$ cat config.mk
export PLATFORM = sky130hd
export DESIGN_NAME = evc_bank
export DESIGN_NICKNAME = d
export VERILOG_FILES = /design/src/rtl/evc_pkg.sv /design/src/rtl/evc_decode.sv /design/src/rtl/evc_counter.sv /design/src/rtl/evc_rdmux.sv /design/src/rtl/evc_bank.sv
export SDC_FILE = /design/constraint.sdc
export NUM_CORES = 2
export LEC_CHECK = 0
export BUFFER_PORTS_ARGS = -buffer_cell sky130_fd_sc_hd__buf_2
export CORE_AREA = 4 4 335 337
export CTS_BUF_LIST = sky130_fd_sc_hd__clkbuf_4 sky130_fd_sc_hd__clkbuf_8
export CTS_CLUSTER_DIAMETER = 100
export DETAILED_ROUTE_END_ITERATION = 6
export DIE_AREA = 0 0 339 341
export PLACE_DENSITY_LB_ADDON = 0.3
export SYNTH_ARGS = -nofsm -noshare
export SYNTH_HDL_FRONTEND = slang
export SYNTH_HIERARCHICAL = 1
export SYNTH_SLANG_ARGS = --single-unit
$ cat constraint.sdc
create_clock -name clk -period 3.8 [get_ports clk]
set_input_delay 0 -clock clk [delete_from_list [all_inputs] [get_ports clk]]
set_output_delay 0 -clock clk [all_outputs]
set_load 0.01 [all_outputs]
$ cat src/rtl/evc_pkg.sv
package evc_pkg;

  localparam int unsigned ADDR_W = 12;
  localparam int unsigned SEL_W  = 8;
  localparam logic [3:0]  DATA_REGION = 4'h0;
  localparam logic [3:0]  CTRL_REGION = 4'h1;

  typedef struct packed {
    logic       ok;
    logic       is_data;
    logic       is_ctrl;
    logic [4:0] slot;
  } reg_dec_t;

  // Split a byte address into region, slot and validity.
  function automatic reg_dec_t decode_addr(input logic [ADDR_W-1:0] a,
                                           input int unsigned n_slots);
    reg_dec_t d;
    d         = '0;
    d.slot    = a[7:3];
    d.is_data = (a[11:8] == DATA_REGION);
    d.is_ctrl = (a[11:8] == CTRL_REGION);
    d.ok      = (a[2:0] == 3'b000) && (32'(a[7:3]) < n_slots) &&
                (d.is_data || d.is_ctrl);
    return d;
  endfunction

endpackage

$ cat src/rtl/evc_decode.sv
module evc_decode
  import evc_pkg::*;
#(
  parameter int unsigned NUM_CNT = 8
) (
  input  logic [ADDR_W-1:0]  addr_i,
  input  logic               we_i,
  output logic [NUM_CNT-1:0] wr_data_o,
  output logic [NUM_CNT-1:0] wr_ctrl_o,
  output logic               rd_ok_o,
  output logic               rd_ctrl_o,
  output logic [4:0]         rd_slot_o
);

  reg_dec_t dec;

  always_comb begin
    dec       = decode_addr(addr_i, NUM_CNT);
    rd_ok_o   = dec.ok;
    rd_ctrl_o = dec.is_ctrl;
    rd_slot_o = dec.slot;
  end

  for (genvar g = 0; g < NUM_CNT; g++) begin : g_strobe
    assign wr_data_o[g] = we_i && dec.ok && dec.is_data && (dec.slot == 5'(g));
    assign wr_ctrl_o[g] = we_i && dec.ok && dec.is_ctrl && (dec.slot == 5'(g));
  end

  always_comb begin
    assert_single_strobe_R11: assert ($onehot0({wr_data_o, wr_ctrl_o}));
  end

endmodule

$ cat src/rtl/evc_counter.sv
module evc_counter
  import evc_pkg::*;
#(
  parameter int unsigned CNT_W   = 64,
  parameter int unsigned NUM_EVT = 36
) (
  input  logic               clk,
  input  logic               rst_n,
  input  logic               wr_data_i,
  input  logic               wr_ctrl_i,
  input  logic [CNT_W-1:0]   wdata_i,
  input  logic [NUM_EVT-1:0] evt_i,
  output logic [CNT_W-1:0]   cnt_o,
  output logic [SEL_W-1:0]   sel_o
);

  localparam logic [SEL_W-1:0] MAX_CODE = SEL_W'(NUM_EVT);

  logic [CNT_W-1:0] cnt_q;
  logic [SEL_W-1:0] sel_q;
  logic             evt_hit;

  // Code k picks line k-1; zero and codes past the last line pick nothing.
  function automatic logic pick_event(input logic [SEL_W-1:0] code,
                                      input logic [NUM_EVT-1:0] lines);
    logic hit;
    hit = 1'b0;
    for (int k = 0; k < int'(NUM_EVT); k++) begin
      if (code == SEL_W'(k + 1)) hit = lines[k];
    end
    return hit;
  endfunction

  function automatic logic [CNT_W-1:0] bump(input logic [CNT_W-1:0] v);
    return v + CNT_W'(1);
  endfunction

  assign evt_hit = pick_event(sel_q, evt_i);

  always_ff @(posedge clk) begin
    if (!rst_n) begin
      cnt_q <= '0;
      sel_q <= '0;
    end else begin
      if (wr_data_i)    cnt_q <= wdata_i;
      else if (evt_hit) cnt_q <= bump(cnt_q);
      if (wr_ctrl_i)    sel_q <= wdata_i[SEL_W-1:0];
    end
  end

  assign cnt_o = cnt_q;
  assign sel_o = sel_q;

  assert_count_step_R4: assert property (@(posedge clk) disable iff (!rst_n)
    (!wr_data_i && evt_hit) |=> cnt_q == $past(cnt_q) + CNT_W'(1));
  assert_idle_hold_R5: assert property (@(posedge clk) disable iff (!rst_n)
    (!wr_data_i && sel_q == '0) |=> $stable(cnt_q));
  assert_high_code_hold_R6: assert property (@(posedge clk) disable iff (!rst_n)
    (!wr_data_i && sel_q > MAX_CODE) |=> $stable(cnt_q));
  assert_write_wins_R7: assert property (@(posedge clk) disable iff (!rst_n)
    wr_data_i |=> cnt_q == $past(wdata_i));
  assert_wrap_zero_R8: assert property (@(posedge clk) disable iff (!rst_n)
    (!wr_data_i && evt_hit && (&cnt_q)) |=> cnt_q == '0);
  assert_code_store_R3: assert property (@(posedge clk) disable iff (!rst_n)
    wr_ctrl_i |=> sel_q == $past(wdata_i[SEL_W-1:0]));

endmodule

$ cat src/rtl/evc_rdmux.sv
module evc_rdmux
  import evc_pkg::*;
#(
  parameter int unsigned NUM_CNT = 8,
  parameter int unsigned CNT_W   = 64
) (
  input  logic             clk,
  input  logic             rst_n,
  input  logic             rd_ok_i,
  input  logic             rd_ctrl_i,
  input  logic [4:0]       rd_slot_i,
  input  logic [CNT_W-1:0] cnt_i [NUM_CNT],
  input  logic [SEL_W-1:0] sel_i [NUM_CNT],
  output logic [CNT_W-1:0] rdata_o
);

  logic [CNT_W-1:0] rd_next;
  logic [CNT_W-1:0] rdata_q;

  always_comb begin
    rd_next = '0;
    if (rd_ok_i) begin
      for (int k = 0; k < int'(NUM_CNT); k++) begin
        if (rd_slot_i == 5'(k)) begin
          rd_next = rd_ctrl_i ? {{(CNT_W-SEL_W){1'b0}}, sel_i[k]} : cnt_i[k];
        end
      end
    end
  end

  always_ff @(posedge clk) begin
    if (!rst_n) rdata_q <= '0;
    else        rdata_q <= rd_next;
  end

  assign rdata_o = rdata_q;

  assert_unmapped_zero_R10: assert property (@(posedge clk) disable iff (!rst_n)
    !rd_ok_i |=> rdata_o == '0);
  assert_read_latency_R9: assert property (@(posedge clk) disable iff (!rst_n)
    (rd_ok_i && !rd_ctrl_i && rd_slot_i == 5'd0) |=> rdata_o == $past(cnt_i[0]));

endmodule

$ cat src/rtl/evc_bank.sv
module evc_bank
  import evc_pkg::*;
#(
  parameter int unsigned NUM_CNT = 8,
  parameter int unsigned CNT_W   = 64,
  parameter int unsigned NUM_EVT = 36
) (
  input  logic               clk,
  input  logic               rst_n,
  input  logic [ADDR_W-1:0]  addr_i,
  input  logic               we_i,
  input  logic [CNT_W-1:0]   wdata_i,
  output logic [CNT_W-1:0]   rdata_o,
  input  logic [NUM_EVT-1:0] evt_i
);

  logic [NUM_CNT-1:0] wr_data;
  logic [NUM_CNT-1:0] wr_ctrl;
  logic               rd_ok;
  logic               rd_ctrl;
  logic [4:0]         rd_slot;
  logic [CNT_W-1:0]   cnt_w [NUM_CNT];
  logic [SEL_W-1:0]   sel_w [NUM_CNT];

  evc_decode #(.NUM_CNT(NUM_CNT)) u_decode (
    .addr_i    (addr_i),
    .we_i      (we_i),
    .wr_data_o (wr_data),
    .wr_ctrl_o (wr_ctrl),
    .rd_ok_o   (rd_ok),
    .rd_ctrl_o (rd_ctrl),
    .rd_slot_o (rd_slot)
  );

  for (genvar g = 0; g < NUM_CNT; g++) begin : g_cnt
    evc_counter #(.CNT_W(CNT_W), .NUM_EVT(NUM_EVT)) u_cnt (
      .clk       (clk),
      .rst_n     (rst_n),
      .wr_data_i (wr_data[g]),
      .wr_ctrl_i (wr_ctrl[g]),
      .wdata_i   (wdata_i),
      .evt_i     (evt_i),
      .cnt_o     (cnt_w[g]),
      .sel_o     (sel_w[g])
    );
  end

  evc_rdmux #(.NUM_CNT(NUM_CNT), .CNT_W(CNT_W)) u_rdmux (
    .clk       (clk),
    .rst_n     (rst_n),
    .rd_ok_i   (rd_ok),
    .rd_ctrl_i (rd_ctrl),
    .rd_slot_i (rd_slot),
    .cnt_i     (cnt_w),
    .sel_i     (sel_w),
    .rdata_o   (rdata_o)
  );

endmodule

==> results.py <==
metrics = {
    "worst_setup_path": {
        "slowest_stage": "dfxtp_1",
        "timing.critical_path.max_delay_family": "compound AO/OA/AOI/OAI gates",
        "r2r-start": "g_cnt[0].u_cnt/sel_o[1]",
        "cp-start-kind": "register",
        "crit_buf_inv": 0,
        "arrival_ns": 4.19,
        "crit_type": "register to register",
        "crit_chain": "mux2_2 -> a211oi_1 -> o221ai_1 -> and3_1 -> o211ai_2 -> nand2_2 -> o21ai_1 -> o21ai_0",
        "cp_max_fo": 16,
        "startpoint": "g_cnt[0].u_cnt/sel_o[1]",
        "endpoint_kind": "register",
        "slowest_delay_ns": 0.78,
        "cp.required_ns": 4.43,
    },
    "placed_design": {
        "place_congestion": 0.988,
        "hpwl_mm": 127,
        "dp.cells": 6569,
        "portBuffers": 178,
    },
    "min_path": {
        "hp-class": "primary input to register",
        "hold_start": "addr_i[10]",
    },
    "drt": {
        "wl_met1_mm": 71.8,
        "via_per_inst": 6.48,
        "via_count": 44522,
        "dr.pass1.iters": 6,
        "wl_met2_mm": 80.5,
        "drc": 0,
        "drt-initial-drc-count": 5383,
        "ant_nets": 0,
        "top_layer_used": "met4",
        "route.met3.wl_mm": 13.5,
        "drt_wl_total_mm": 177,
        "avgRoutedWirePerCell_um": 25.7,
    },
    "timing": {
        "rsz0062_at_grt": "false",
        "fin_crit_sh_pct": 93.7,
        "tightest_slew_ns": 1.20,
        "max_freq_mhz": 281,
        "setup_viol": 0,
        "finalHoldViolCount": 0,
        "maxSlewHeadroom_pct": 20.2,
        "setup-tns-final_ns": 0,
        "maxSlewViolCount": 0,
        "period_minus_slack_ns": 3.56,
        "skew_ns": 0.0574,
    },
    "pwr": {
        "sw_frac_of_total_pct": 25.9,
        "internal_power_w": 0.0115,
        "total_power_w": 0.0155,
        "powerDensity_nw_per_um2": 320,
        "pwr-share-seq_pct": 43.3,
        "p_comb_share_pct": 6.4,
        "clock_power_share_pct": 50.4,
        "p_sw_w": 0.00401,
        "ir_worst_vdd_v": 0.000255,
        "leakagePower_nw": 16.1,
    },
    "layout": {
        "final_layout_size_suffix_gt1_share_pct": 14.4,
        "fin_util_pct": 44.6,
        "fin_nets": 5472,
        "final_common_cell": "dfxtp_1",
        "syn2layout_area_growth_pct": 12.0,
        "layout_common_cells": "dfxtp_1 (640), o21ai_0 (617), a21oi_1 (406), xor2_1 (232), nand2_1 (219)",
        "nFillCells": 10802,
        "multi_input_area_sq_um": 27800,
        "stdcell_count": 6874,
        "regArea_sq_um": 12800,
    },
    "clock_network": {
        "numCtsBuffers": 116,
        "numClockSinks": 640,
        "cts_setup_buffers": 0,
        "clockRootBuffer": "clkbuf_8",
        "cts.htree.levels": 3,
        "tritoncts": "built",
        "clk_latency_ns": 0.82,
        "cts_max_path_buffers": 3,
        "clk_pin_slew_ns": 0.07,
    },
    "synth": {
        "syn_nets": 5388,
        "ys_ff_latch": 640,
        "avgSynthCellArea_sq_um": 8.23,
        "synth_warnings": 6,
        "synthFlopType": "dfxtp_1",
        "ys_seq_area_share_pct": 29.6,
        "syn-cell-area_sq_um": 43300,
        "async_reset_ff_share_pct": 0,
        "yosysUniqueCellTypes": 84,
        "synth_edf_count": 0,
        "netlist_instances": 5265,
    },
    "die": {
        "initial_utilization_pct": 39.8,
        "core_area_sq_um": 109000,
        "boundaryPins": 179,
        "die_width_um": 339,
        "row_count": 121,
        "fp.dieH_um": 341,
        "die-area_sq_um": 116000,
    },
    "run_status": {
        "outcome": "complete, no violations",
    },
    "global_routing": {
        "overflow": 0,
        "grt_usage_pct": 28.7,
        "antenna_found_initial": 8,
        "grt_pass1_wl_mm": 259,
        "grt_max_degree": 204,
        "grt_pass1_vias": 40253,
    },
    "run": {
        "max_cap_viol_count": 0,
    },
}
[logic make-up after synthesis]
kind of cell	after synthesis	share of synthesized area (%)
flip-flops	640	29.6
multiplexers	252	6.36
adder cells (fa/ha/maj)	8	0.231
AO/OA/AOI/OAI	2131	32.4
buffers and inverters	540	6.46
XOR/XNOR	344	6.96
AND/OR/NAND/NOR	1350	18.0
[per-stage QoR]
| stage | area (sq um) | hold slack, ns | setup WS (ns) |
|---|---|---|---|
| floorplan | 43300 | 0.138 | 1.42 |
| global placement | 44900 | 0.344 | 0.456 |
| detailed placement | 44900 | 0.349 | 0.425 |
| CTS | 48500 | 0.0704 | 0.374 |
| global route | 48500 | 0.122 | 0.101 |
| finish | 48500 | 0.133 | 0.240 |
[path summary, 6_finish.rpt]
| check | slack [ns] | depth (start not counted) | endpoint |
|---|---|---|---|
| min | 0.13 | 6 | u_rdmux/rdata_o[2] |
| max reg2reg | 0.24 | 8 | g_cnt[0].u_cnt/cnt_o[52] |
| min reg2reg | 0.51 | 2 | g_cnt[6].u_cnt/cnt_o[63] |
| max | 0.24 | 8 | g_cnt[0].u_cnt/cnt_o[52] |
[registers in the layout, indices dropped and copies added, names as in the netlist]
| name | count |
|---|---|
| g_cnt.u_cnt/cnt_o | 512 |
| u_rdmux/rdata_o | 64 |
| g_cnt.u_cnt/sel_o | 64 |
[cell usage after synthesis, types with 17 or more instances]
| master | number | share of area (%) |
|---|---|---|
| o22ai_1 | 24 | 0.35 |
| and4_1 | 48 | 0.97 |
| and2_1 | 50 | 0.72 |
| a221oi_1 | 19 | 0.38 |
| nand4_1 | 75 | 1.1 |
| a31oi_1 | 152 | 2.2 |
| mux2i_1 | 185 | 4.3 |
| nor3_1 | 131 | 1.5 |
| nor4_1 | 48 | 0.69 |
| or3_1 | 43 | 0.62 |
| buf_6 | 39 | 1.0 |
| o211ai_1 | 144 | 2.5 |
| o21ai_0 | 617 | 7.1 |
| inv_1 | 99 | 0.86 |
| xor2_1 | 232 | 4.7 |
| nor2_1 | 148 | 1.3 |
| nand2b_1 | 43 | 0.62 |
| xnor2_1 | 112 | 2.3 |
| nor3b_1 | 17 | 0.29 |
| a22oi_1 | 128 | 2.2 |
| dfxtp_1 | 640 | 30 |
| a211oi_1 | 84 | 1.5 |
| and3_1 | 113 | 1.6 |
| o21ai_1 | 40 | 0.46 |
| buf_4 | 71 | 1.2 |
| buf_2 | 96 | 1.1 |
| a21oi_1 | 406 | 4.7 |
| o21ba_2 | 24 | 0.55 |
| o211a_1 | 48 | 1.1 |
| nand2_1 | 220 | 1.9 |
| nor2b_1 | 122 | 1.8 |
| mux2_2 | 54 | 1.4 |
| nand3_1 | 137 | 1.6 |
| nor4_2 | 23 | 0.66 |
| nor4b_1 | 33 | 0.67 |
| clkbuf_1 | 213 | 1.8 |
| o2111ai_1 | 128 | 2.6 |
| a2bb2oi_1 | 64 | 1.3 |
[routing by layer]
layer / vias to the layer above / track usage (%)
li1: 20456 / -
met1: 21266 / 37.1
met2: 2280 / 46.3
met3: 520 / 4.00
met4: 0 / 15.7
met5: - / 0
[power groups by stage]
stage	Sequential, W	Clock, W	Combinational, W
6_report	0.00671	0.00781	0.000985
5_1_grt	0.00671	0.00820	0.00102
4_1_cts	0.00671	0.00789	0.000970
3_5_place_dp	0.00686	0	0.000909
3_3_place_gp	0.00686	0	0.000905
2_1_floorplan	0.00686	0	0.000411
[final cells by class]
type	instances	share of cell area (%)
multi-input cells	4085	57.3
flip-flops and latches	640	26.4
repair buffers	407	6.08
clock buffers	184	4.85
well taps	1414	3.65
clock inverters	35	0.887
inverters	99	0.771
diodes	10	0.0516
[timing repair]
| action | in CTS | in global routing |
|---|---|---|
| endpoints found under the hold margin | 585 | 0 |
| hold buffers | 76 | 0 |
| resized for setup | 0 | 0 |
[tightest hold or removal path, cell delays in order]
cell,delay (ns)
buf_2,0.09
or3_1,0.24
nor3_1,0.14
and2_1,0.20
o21ai_0,0.10
nor3_1,0.08
Note: power is estimated with default switching activity, not from simulation.
